==> src/rtl/ringdma_pkg.sv <==
package ringdma_pkg;

    localparam int ADDR_W   = 32;
    localparam int LEN_W    = 16;
    localparam int CNT_W    = 16;
    localparam int QW_SHIFT = 4;

    typedef enum logic [1:0] {
        DRN_NONE  = 2'd0,
        DRN_RSVD  = 2'd1,
        DRN_CONS0 = 2'd2,
        DRN_CONS1 = 2'd3
    } drain_mode_e;

    function automatic logic mode_is_ring(drain_mode_e m);
        return (m == DRN_CONS0) || (m == DRN_CONS1);
    endfunction

    function automatic logic mode_target(drain_mode_e m);
        return (m == DRN_CONS1);
    endfunction

endpackage

==> src/rtl/ringdma_addr.sv <==
module ringdma_addr
    import ringdma_pkg::*;
#(
    parameter int AW = ADDR_W,
    parameter int LW = LEN_W
) (
    input  logic          clk,
    input  logic          rst,
    input  drain_mode_e   mode,
    input  logic [AW-1:0] base,
    input  logic [AW-1:0] mask,
    input  logic          bvalid,
    input  logic [AW-1:0] baddr,
    input  logic [LW-1:0] blen,
    output logic          count_en,
    output logic [AW-1:0] next_addr,
    output logic          addr_valid,
    output logic          outside
);

    logic          ring;
    logic [AW-1:0] byte_len;
    logic [AW-1:0] linear;
    logic [AW-1:0] wrapped;
    logic          miss;

    always_comb begin
        ring     = mode_is_ring(mode);
        byte_len = AW'(blen) << QW_SHIFT;
        linear   = baddr + byte_len;
        wrapped  = base + (linear & mask);
        miss     = ring && ((baddr & ~mask) != base);
        count_en = bvalid && ring && !miss;
    end

    always_ff @(posedge clk) begin
        if (rst) begin
            next_addr  <= '0;
            addr_valid <= 1'b0;
            outside    <= 1'b0;
        end else begin
            addr_valid <= bvalid;
            outside    <= bvalid && miss;
            if (bvalid)
                next_addr <= ring ? wrapped : linear;
        end
    end

    // the flag only appears for ring-mode bursts
    a_r4_flag_ring_only: assert property (@(posedge clk) disable iff (rst)
        outside |-> (addr_valid && mode_is_ring(drain_mode_e'($past(mode)))));

    // a wrapped result stays inside the ring (base aligned to mask)
    a_r3_in_ring: assert property (@(posedge clk) disable iff (rst)
        (addr_valid && mode_is_ring(drain_mode_e'($past(mode))) &&
         (($past(base) & $past(mask)) == '0))
        |-> ((next_addr & ~$past(mask)) == $past(base)));

    // no flag in the non-drain modes
    a_r2_linear_noflag: assert property (@(posedge clk) disable iff (rst)
        ($past(bvalid) && !mode_is_ring(drain_mode_e'($past(mode)))) |-> !outside);

endmodule

==> src/rtl/ringdma_count.sv <==
module ringdma_count
    import ringdma_pkg::*;
#(
    parameter int CW = CNT_W,
    parameter int LW = LEN_W
) (
    input  logic          clk,
    input  logic          rst,
    input  drain_mode_e   mode,
    input  logic          add_en,
    input  logic [LW-1:0] add_len,
    input  logic          service,
    input  logic          busy0,
    input  logic          busy1,
    output logic          cnt_valid,
    output logic [CW-1:0] cnt_value,
    output logic          cnt_target,
    output logic          irq
);

    localparam int SW = ((CW > LW) ? CW : LW) + 1;
    localparam logic [SW-1:0] CMAX = SW'({CW{1'b1}});

    logic [CW-1:0] acc;
    logic [SW-1:0] sum;
    logic [CW-1:0] total;
    logic          fwd;
    logic          busy_sel;

    always_comb begin
        sum      = SW'(acc) + (add_en ? SW'(add_len) : '0);
        total    = (sum > CMAX) ? CMAX[CW-1:0] : sum[CW-1:0];
        fwd      = service && mode_is_ring(mode) && (total != '0);
        busy_sel = mode_target(mode) ? busy1 : busy0;
    end

    always_ff @(posedge clk) begin
        if (rst) begin
            acc        <= '0;
            cnt_valid  <= 1'b0;
            cnt_value  <= '0;
            cnt_target <= 1'b0;
            irq        <= 1'b0;
        end else begin
            acc       <= fwd ? '0 : total;
            cnt_valid <= fwd;
            irq       <= service && !(fwd && busy_sel);
            if (fwd) begin
                cnt_value  <= total;
                cnt_target <= mode_target(mode);
            end
        end
    end

    // the counter never wraps downward except when it is forwarded
    a_r6_no_overflow: assert property (@(posedge clk) disable iff (rst)
        !$past(fwd) |-> (acc >= $past(acc)));

    // after a forward the counter restarts from zero
    a_r7_clear_after_send: assert property (@(posedge clk) disable iff (rst)
        cnt_valid |-> (acc == '0));

    // a forwarded count is never zero
    a_r9_nonzero_pulse: assert property (@(posedge clk) disable iff (rst)
        cnt_valid |-> (cnt_value != '0));

    // interrupt withheld while the selected drain is busy
    a_r8_irq_withheld: assert property (@(posedge clk) disable iff (rst)
        (cnt_valid && $past(busy_sel)) |-> !irq);

endmodule

==> src/rtl/ringdma_wrap.sv <==
module ringdma_wrap
    import ringdma_pkg::*;
#(
    parameter int AW = ADDR_W,
    parameter int LW = LEN_W,
    parameter int CW = CNT_W
) (
    input  logic          clk,
    input  logic          rst,
    input  logic [1:0]    mode,
    input  logic [AW-1:0] ring_base,
    input  logic [AW-1:0] ring_mask,
    input  logic          burst_valid,
    input  logic [AW-1:0] burst_addr,
    input  logic [LW-1:0] burst_len,
    input  logic          service,
    input  logic          drain0_busy,
    input  logic          drain1_busy,
    output logic [AW-1:0] next_addr,
    output logic          addr_valid,
    output logic          outside,
    output logic          cnt_valid,
    output logic [CW-1:0] cnt_value,
    output logic          cnt_target,
    output logic          irq
);

    drain_mode_e mode_e;
    logic        count_en;

    assign mode_e = drain_mode_e'(mode);

    ringdma_addr #(.AW(AW), .LW(LW)) u_addr (
        .clk        (clk),
        .rst        (rst),
        .mode       (mode_e),
        .base       (ring_base),
        .mask       (ring_mask),
        .bvalid     (burst_valid),
        .baddr      (burst_addr),
        .blen       (burst_len),
        .count_en   (count_en),
        .next_addr  (next_addr),
        .addr_valid (addr_valid),
        .outside    (outside)
    );

    ringdma_count #(.CW(CW), .LW(LW)) u_count (
        .clk        (clk),
        .rst        (rst),
        .mode       (mode_e),
        .add_en     (count_en),
        .add_len    (burst_len),
        .service    (service),
        .busy0      (drain0_busy),
        .busy1      (drain1_busy),
        .cnt_valid  (cnt_valid),
        .cnt_value  (cnt_value),
        .cnt_target (cnt_target),
        .irq        (irq)
    );

    // count pulse lasts a single cycle
    a_r7_single_pulse: assert property (@(posedge clk) disable iff (rst)
        cnt_valid |=> !cnt_valid || $past(service));

endmodule

==> config.mk <==
export PLATFORM = sky130hd
export DESIGN_NAME = ringdma_wrap
export DESIGN_NICKNAME = d
export VERILOG_FILES = /design/src/rtl/ringdma_pkg.sv /design/src/rtl/ringdma_addr.sv /design/src/rtl/ringdma_count.sv /design/src/rtl/ringdma_wrap.sv
export SDC_FILE = /design/constraint.sdc
export NUM_CORES = 1
export LEC_CHECK = 0
export ABC_AREA = 1
export ABC_CLOCK_PERIOD_IN_PS = 3500
export BUFFER_PORTS_ARGS = -buffer_cell sky130_fd_sc_hd__buf_2
export CORE_ASPECT_RATIO = 0.9
export CORE_MARGIN = 1
export CORE_UTILIZATION = 51
export DETAILED_ROUTE_END_ITERATION = 16
export PLACE_DENSITY = 0.79
export SYNTH_ARGS = -nofsm -noshare
export SYNTH_HDL_FRONTEND = slang
export SYNTH_SLANG_ARGS = --single-unit
==> constraint.sdc <==
create_clock -name clk -period 3.5 [get_ports clk]
set_clock_uncertainty 0.15 [all_clocks]
set_input_delay 0 -clock clk [delete_from_list [all_inputs] [get_ports clk]]
set_output_delay 0 -clock clk [all_outputs]
set_load 0.05 [all_outputs]
**Word-level counts from Yosys, hierarchy flattened**

Index checks and enable logic that the tools add are counted.

- Reductions and logical operators: 13
- Muxes and demuxes: 4
- Bitwise operators: 3
- Magnitude comparators: 1
- Multipliers: 0
- Shift-type cells: 0
- Add/subtract/negate cells: 3
- Divide/modulo/power cells: 0
- Equal/unequal tests: 3

Operator list:

| kind | number |
|---|---|
| AND 32 bit | 2 |
| adder 32 x 20 -> 32 bit | 1 |
| adder 32 bit | 1 |
| two-way mux 16 bit | 2 |
| two-way mux 32 bit | 1 |
| inequality test 32 bit | 1 |
| inverter 32 bit | 1 |
| adder 16 x 17 -> 17 bit | 1 |
| greater-than comparator 17 x 16 -> 1 bit (second input constant) | 1 |
| nonzero test 16 bit | 1 |
| logical AND 1 bit | 8 |
| == test 2 bit (second input constant) | 2 |
| zero test 1 bit | 2 |
| OR reduction 2 bit | 1 |
| logical OR 1 bit | 1 |
| two-way mux 1 bit | 1 |

- Output and inout port bits: 53
- Memories kept: 0
- Bits in writable memories: 0
- Flip-flop bits (word level): 69
- Bits in latches: 0
- Logic and storage cells: 35
- ROM bits: 0

**Depth between registers and ports, before layout**

- Depth in word-level cells: 15
- Mapped depth: 28
- Gate-level depth less buffers: 26

**Cells and area by module**

Synthesis repeated with hierarchy kept, for this count alone.

- Cells, all modules: 1,367
- Area total of the unflattened synthesis: 7,982.7 µm²

By module, submodules not included:

| module | sequential area each (µm²) | instances | cells an instance | area each (µm²) |
|---|---|---|---|---|
| ringdma_addr | 680.7 | 1 | 950 | 5,375.2 |
| ringdma_count | 700.7 | 1 | 417 | 2,607.5 |

**Worst setup path after synthesis**

No wires, ideal clock.

- Path kind: input -> register
- From: in ring_mask[13]
- To: reg u_count.cnt_value[10]
- Required time: 3,290 ps
- Path buffers: 4
- Arrival time: 3,189 ps
- Slack: 101 ps
- Cell stages on the path: 27
- Path through: inv_1 -> nand2_1 -> or2_2 -> nand3_1 -> nor3_1 -> nand4_1 -> inv_1 -> nand3_1 -> clkbuf_1 -> nor2_1 -> ha_1 -> fa_1 -> nand3_1 -> nand2_2 -> nand2_2 -> nand2_2 -> nand2_4 -> and2_4 -> buf_6 -> nand3_4 -> nor2_4 -> nand3_4 -> nand2_4 -> buf_8 -> buf_12 -> nand3_2 -> nand2_1

- Longest elaborated chain between the ends: 12

RTL lines:

| what | line | RTL |
|---|---|---|
| start, declared | ringdma_wrap.sv:12 | `input logic [AW-1:0] ring_mask,` |
| inverter 32 bit (*) | ringdma_addr.sv:32 | `miss = ring && ((baddr & ~mask) != base);` |
| AND 32 bit (*) | ringdma_addr.sv:32 |  |
| inequality test 32 bit (*) | ringdma_addr.sv:32 |  |
| logical AND 1 bit (*) | ringdma_addr.sv:32 |  |
| zero test 1 bit (*) | ringdma_addr.sv:33 | `count_en = bvalid && ring && !miss;` |
| logical AND 1 bit (*) | ringdma_addr.sv:33 |  |
| two-way mux 16 bit (*) | ringdma_count.sv:31 | `sum = SW'(acc) + (add_en ? SW'(add_len) : '0);` |
| adder 16 x 17 -> 17 bit (*) | ringdma_count.sv:31 |  |
| greater-than comparator 17 x 16 -> 1 bit | ringdma_count.sv:32 | `total = (sum > CMAX) ? CMAX[CW-1:0] : sum[CW-1:0];` |
| two-way mux 16 bit (*) | ringdma_count.sv:32 |  |
| nonzero test 16 bit | ringdma_count.sv:33 | `fwd = service && mode_is_ring(mode) && (total != '0);` |
| logical AND 1 bit | ringdma_count.sv:33 |  |
| end signal, assigned | ringdma_count.sv:49 | `cnt_value <= total;` |
| end, declared | ringdma_count.sv:16 | `output logic [CW-1:0] cnt_value,` |

Every way passes the cells marked *; elsewhere a longest branch is shown, timed or not.
A chain may end at the register's enable or synchronous reset.

**Final worst setup path**

- From: in ring_mask[12]
- To: reg u_count.cnt_value[1]

Same word-level chain as after synthesis.

==> run_results.csv <==
group,metric,value,unit
outcome,status,"completed",
drt,detail_route.iter0.violations,1305,
final_layout,fillers,1171,
sta,fin_crit_sh,0.974,
place,hpwl,24.5,mm
logic_synthesis,synth_commonest_cells,"nand2_1, inv_1, nor2_1",
drt,wl_per_cell,16.4,um
logic_synthesis,ys_ff_latch,69,
run,cap_violations,0,
sta,final-setup-viol-count,0,
global_routing,grt_pass1_vias,9373,
final_layout,fin_util,0.777,
global_routing,grt_usage,0.376,
logic_synthesis,async_reset_ff_frac,0,
floorplan,row_count,42,
sta,final_max_slew_viol_count,0,
sta,tns,0,ns
global_routing,grt_first_pass_wirelength,47.1,mm
logic_synthesis,synth_edf_count,0,
global_routing,met3_usage,0.0617,
worst_setup_path,crit_path_max_fanout,8,
global_routing,grt_use_met2,0.560,
power,power.total,3.31,mW
floorplan,design.portCount,173,
power,p_leak,6.57,nW
cts,clk_latency,0.35,ns
worst_setup_path,reg2regPathDepth,16,
logic_synthesis,syn_nets,1511,
cts,cts_tree,"yes",
cts,clock-sinks,69,
floorplan,die_w,133,um
logic_synthesis,synth.avg_cell_area,5.94,sq um
worst_setup_path,arrival,3.55,ns
global_routing,grtUsageMet1,0.553,
power,peakVddDrop,258,uV
cts,clockRootBuffer,"clkbuf_16",
floorplan,fp.dieArea,15900,sq um
sta,relSlewSlack,0.438,
final_layout,syn_to_final_growth,46.7,%
power,powerDensity,286,nW/um^2
logic_synthesis,synth_area,7870,sq um
logic_synthesis,synth_top_area_cell,"dfxtp_1",
floorplan,initial_core_util,0.529,
cts,cts_buffers,9,
drt,drc,0,
worst_setup_path,critical_path_class,"primary input to flip-flop",
global_routing,overflow,0,
sta,max_freq,293,MHz
floorplan,core_area,14900,sq um
final_layout,nets,1917,
worst_setup_path,cp.required,3.64,ns
drt,vias,10639,
logic_synthesis,ys_warn_count,0,
cts,h-tree-depth,3,
logic_synthesis,synth_top_area_frac,0.175,
global_routing,antenna_found_initial,0,
logic_synthesis,synth.most_common_cell,"nand2_1",
worst_setup_path,crit_path_end_kind,"flip-flop",
floorplan,die_h,120,um
global_routing,grt_max_degree,48,
drt,dr.pass1.iters,8,
worst_hold_path,hold_class,"primary input to flip-flop",
logic_synthesis,syn-instance-count,1325,
logic_synthesis,synth_area_leaders,"dfxtp_1, nand2_1, ha_1, inv_1, nor2_1",
logic_synthesis,synthFlopType,"dfxtp_1",
drt,wl,31.8,mm
worst_setup_path,start_kind,"primary input",
cts,clkSlewWorstSetupHoldPaths,0.06,ns
logic_synthesis,synth_cell_type_count,45,
worst_hold_path,hold_depth,5,
logic_synthesis,ys_seq_area_frac,0.175,
global_routing,grt_busiest_layer,"met2",
place,numPortBuffers,172,
place,place_congestion,0.958,
drt,detail-route-antenna-nets,0,
final_layout,drive_gt1_frac,0.325,
sta,hold_viol_final,0,
drt,viasPerCell,5.50,
sta,min_period,3.41,ns
sta,worst_pin_slew,0.842,ns
cts,clk_path_buf_depth,2,
placed cells by master, fill, tap and decap left out, types with 15 or more instances in the layout:
cell type / count
o21ai_0: 72
xor2_1: 32
dfxtp_1: 69
buf_2: 172
nand4_1: 38
inv_1: 194
nand2_1: 302
a21oi_1: 79
a21oi_2: 22
xnor2_1: 17
nand3_1: 82
ha_1: 57
buf_4: 233
nand3_2: 19
nor2_1: 142
nand3b_1: 15
nand2_2: 28
worst max-delay path, stage by stage:
cell and delay (ns):
buf_2 0.11, inv_1 0.11, nand2_1 0.08, xor2_1 0.17, nand3_2 0.15, nor3_4 0.23
nand4_1 0.20, inv_4 0.12, nand3_4 0.11, buf_12 0.17, nor2_4 0.11, ha_4 0.22
nand2_1 0.08, nand2_1 0.11, nand2_2 0.10, nand2_4 0.06, a21oi_4 0.29, nand3_1 0.18
nor2_1 0.15, nand2_1 0.08, nor2_2 0.16, nand3_4 0.12, nand2_8 0.13, clkbuf_16 0.15
nand3_1 0.07, nand2_1 0.09
metrics by stage:
stage          hold WS, ns  instance area [sq um]  setup slack (ns)  instances
3_5_place_dp         0.124                  10600            -0.537       1897
4_1_cts             0.0126                  11000            0.0127       1925
2_1_floorplan      -0.0729                   7870             0.101       1325
3_3_place_gp         0.121                  10600            -0.517       1897
6_report            0.0103                  11500            0.0913       1935
5_1_grt             0.0362                  11500            -0.110       1934
power breakdown:
group	switching [mW]	total, mW	leakage [nW]	internal [mW]
Combinational	0.915	1.51	5.86	0.600
Sequential	0.0226	0.845	0.564	0.823
Clock	0.390	0.946	0.140	0.555
sequential cells by signal (all words and copies together) (netlist names):
register            flops
u_count.acc            16
u_count.irq             1
u_count.cnt_value      16
u_count.cnt_target      1
u_count.cnt_valid       1
u_addr.addr_valid       1
u_addr.outside          1
u_addr.next_addr       32
path summary, 6_finish.rpt:
| kind | start | slack (ns) | end |
|---|---|---|---|
| worst min-delay path | ring_base[0] | 0.01 | u_addr.next_addr[0] |
| worst max register to register | u_count.acc[0] | 0.86 | u_count.cnt_value[1] |
| worst min register to register | u_count.cnt_value[9] | 0.30 | u_count.cnt_value[9] |
| worst max-delay path | ring_mask[12] | 0.09 | u_count.cnt_value[1] |
layer usage:
| metal | routed length (um) | vias to the layer above |
|---|---|---|
| met2 | 13500 | 616 |
| met3 | 3330 | 81 |
| met5 | 0 | - |
| met4 | 747 | 0 |
| li1 | - | 5114 |
| met1 | 14200 | 4828 |
final cells by class:
class,count,area [sq um],share of cell area
flip-flops and latches,69,1380,0.120
inverters,202,761,0.0659
clock buffers,11,233,0.0201
clock inverters,5,60.1,0.00520
multi-input cells,1027,6030,0.522
diodes,1,2.50,0.000217
well taps,198,248,0.0214
repair buffers,422,2840,0.246
kinds of logic after synthesis:
logic type,share of synthesized area
multiplexers,0.00143
AND/OR/NAND/NOR,0.394
XOR/XNOR,0.0567
AO/OA/AOI/OAI,0.150
adder cells (fa/ha/maj),0.108
buffers and inverters,0.115
flip-flops,0.175
repair_timing:
action                                 4_1_cts  5_1_grt
gates resized for setup                      8      115
cloned                                       0        2
setup endpoints to repair                   48       51
hold buffers                                11        0
buffers inserted                             1        8
pin swaps                                    1       46
endpoints found under the hold margin       18        0
No activity file was read; power rests on OpenSTA's default activity.
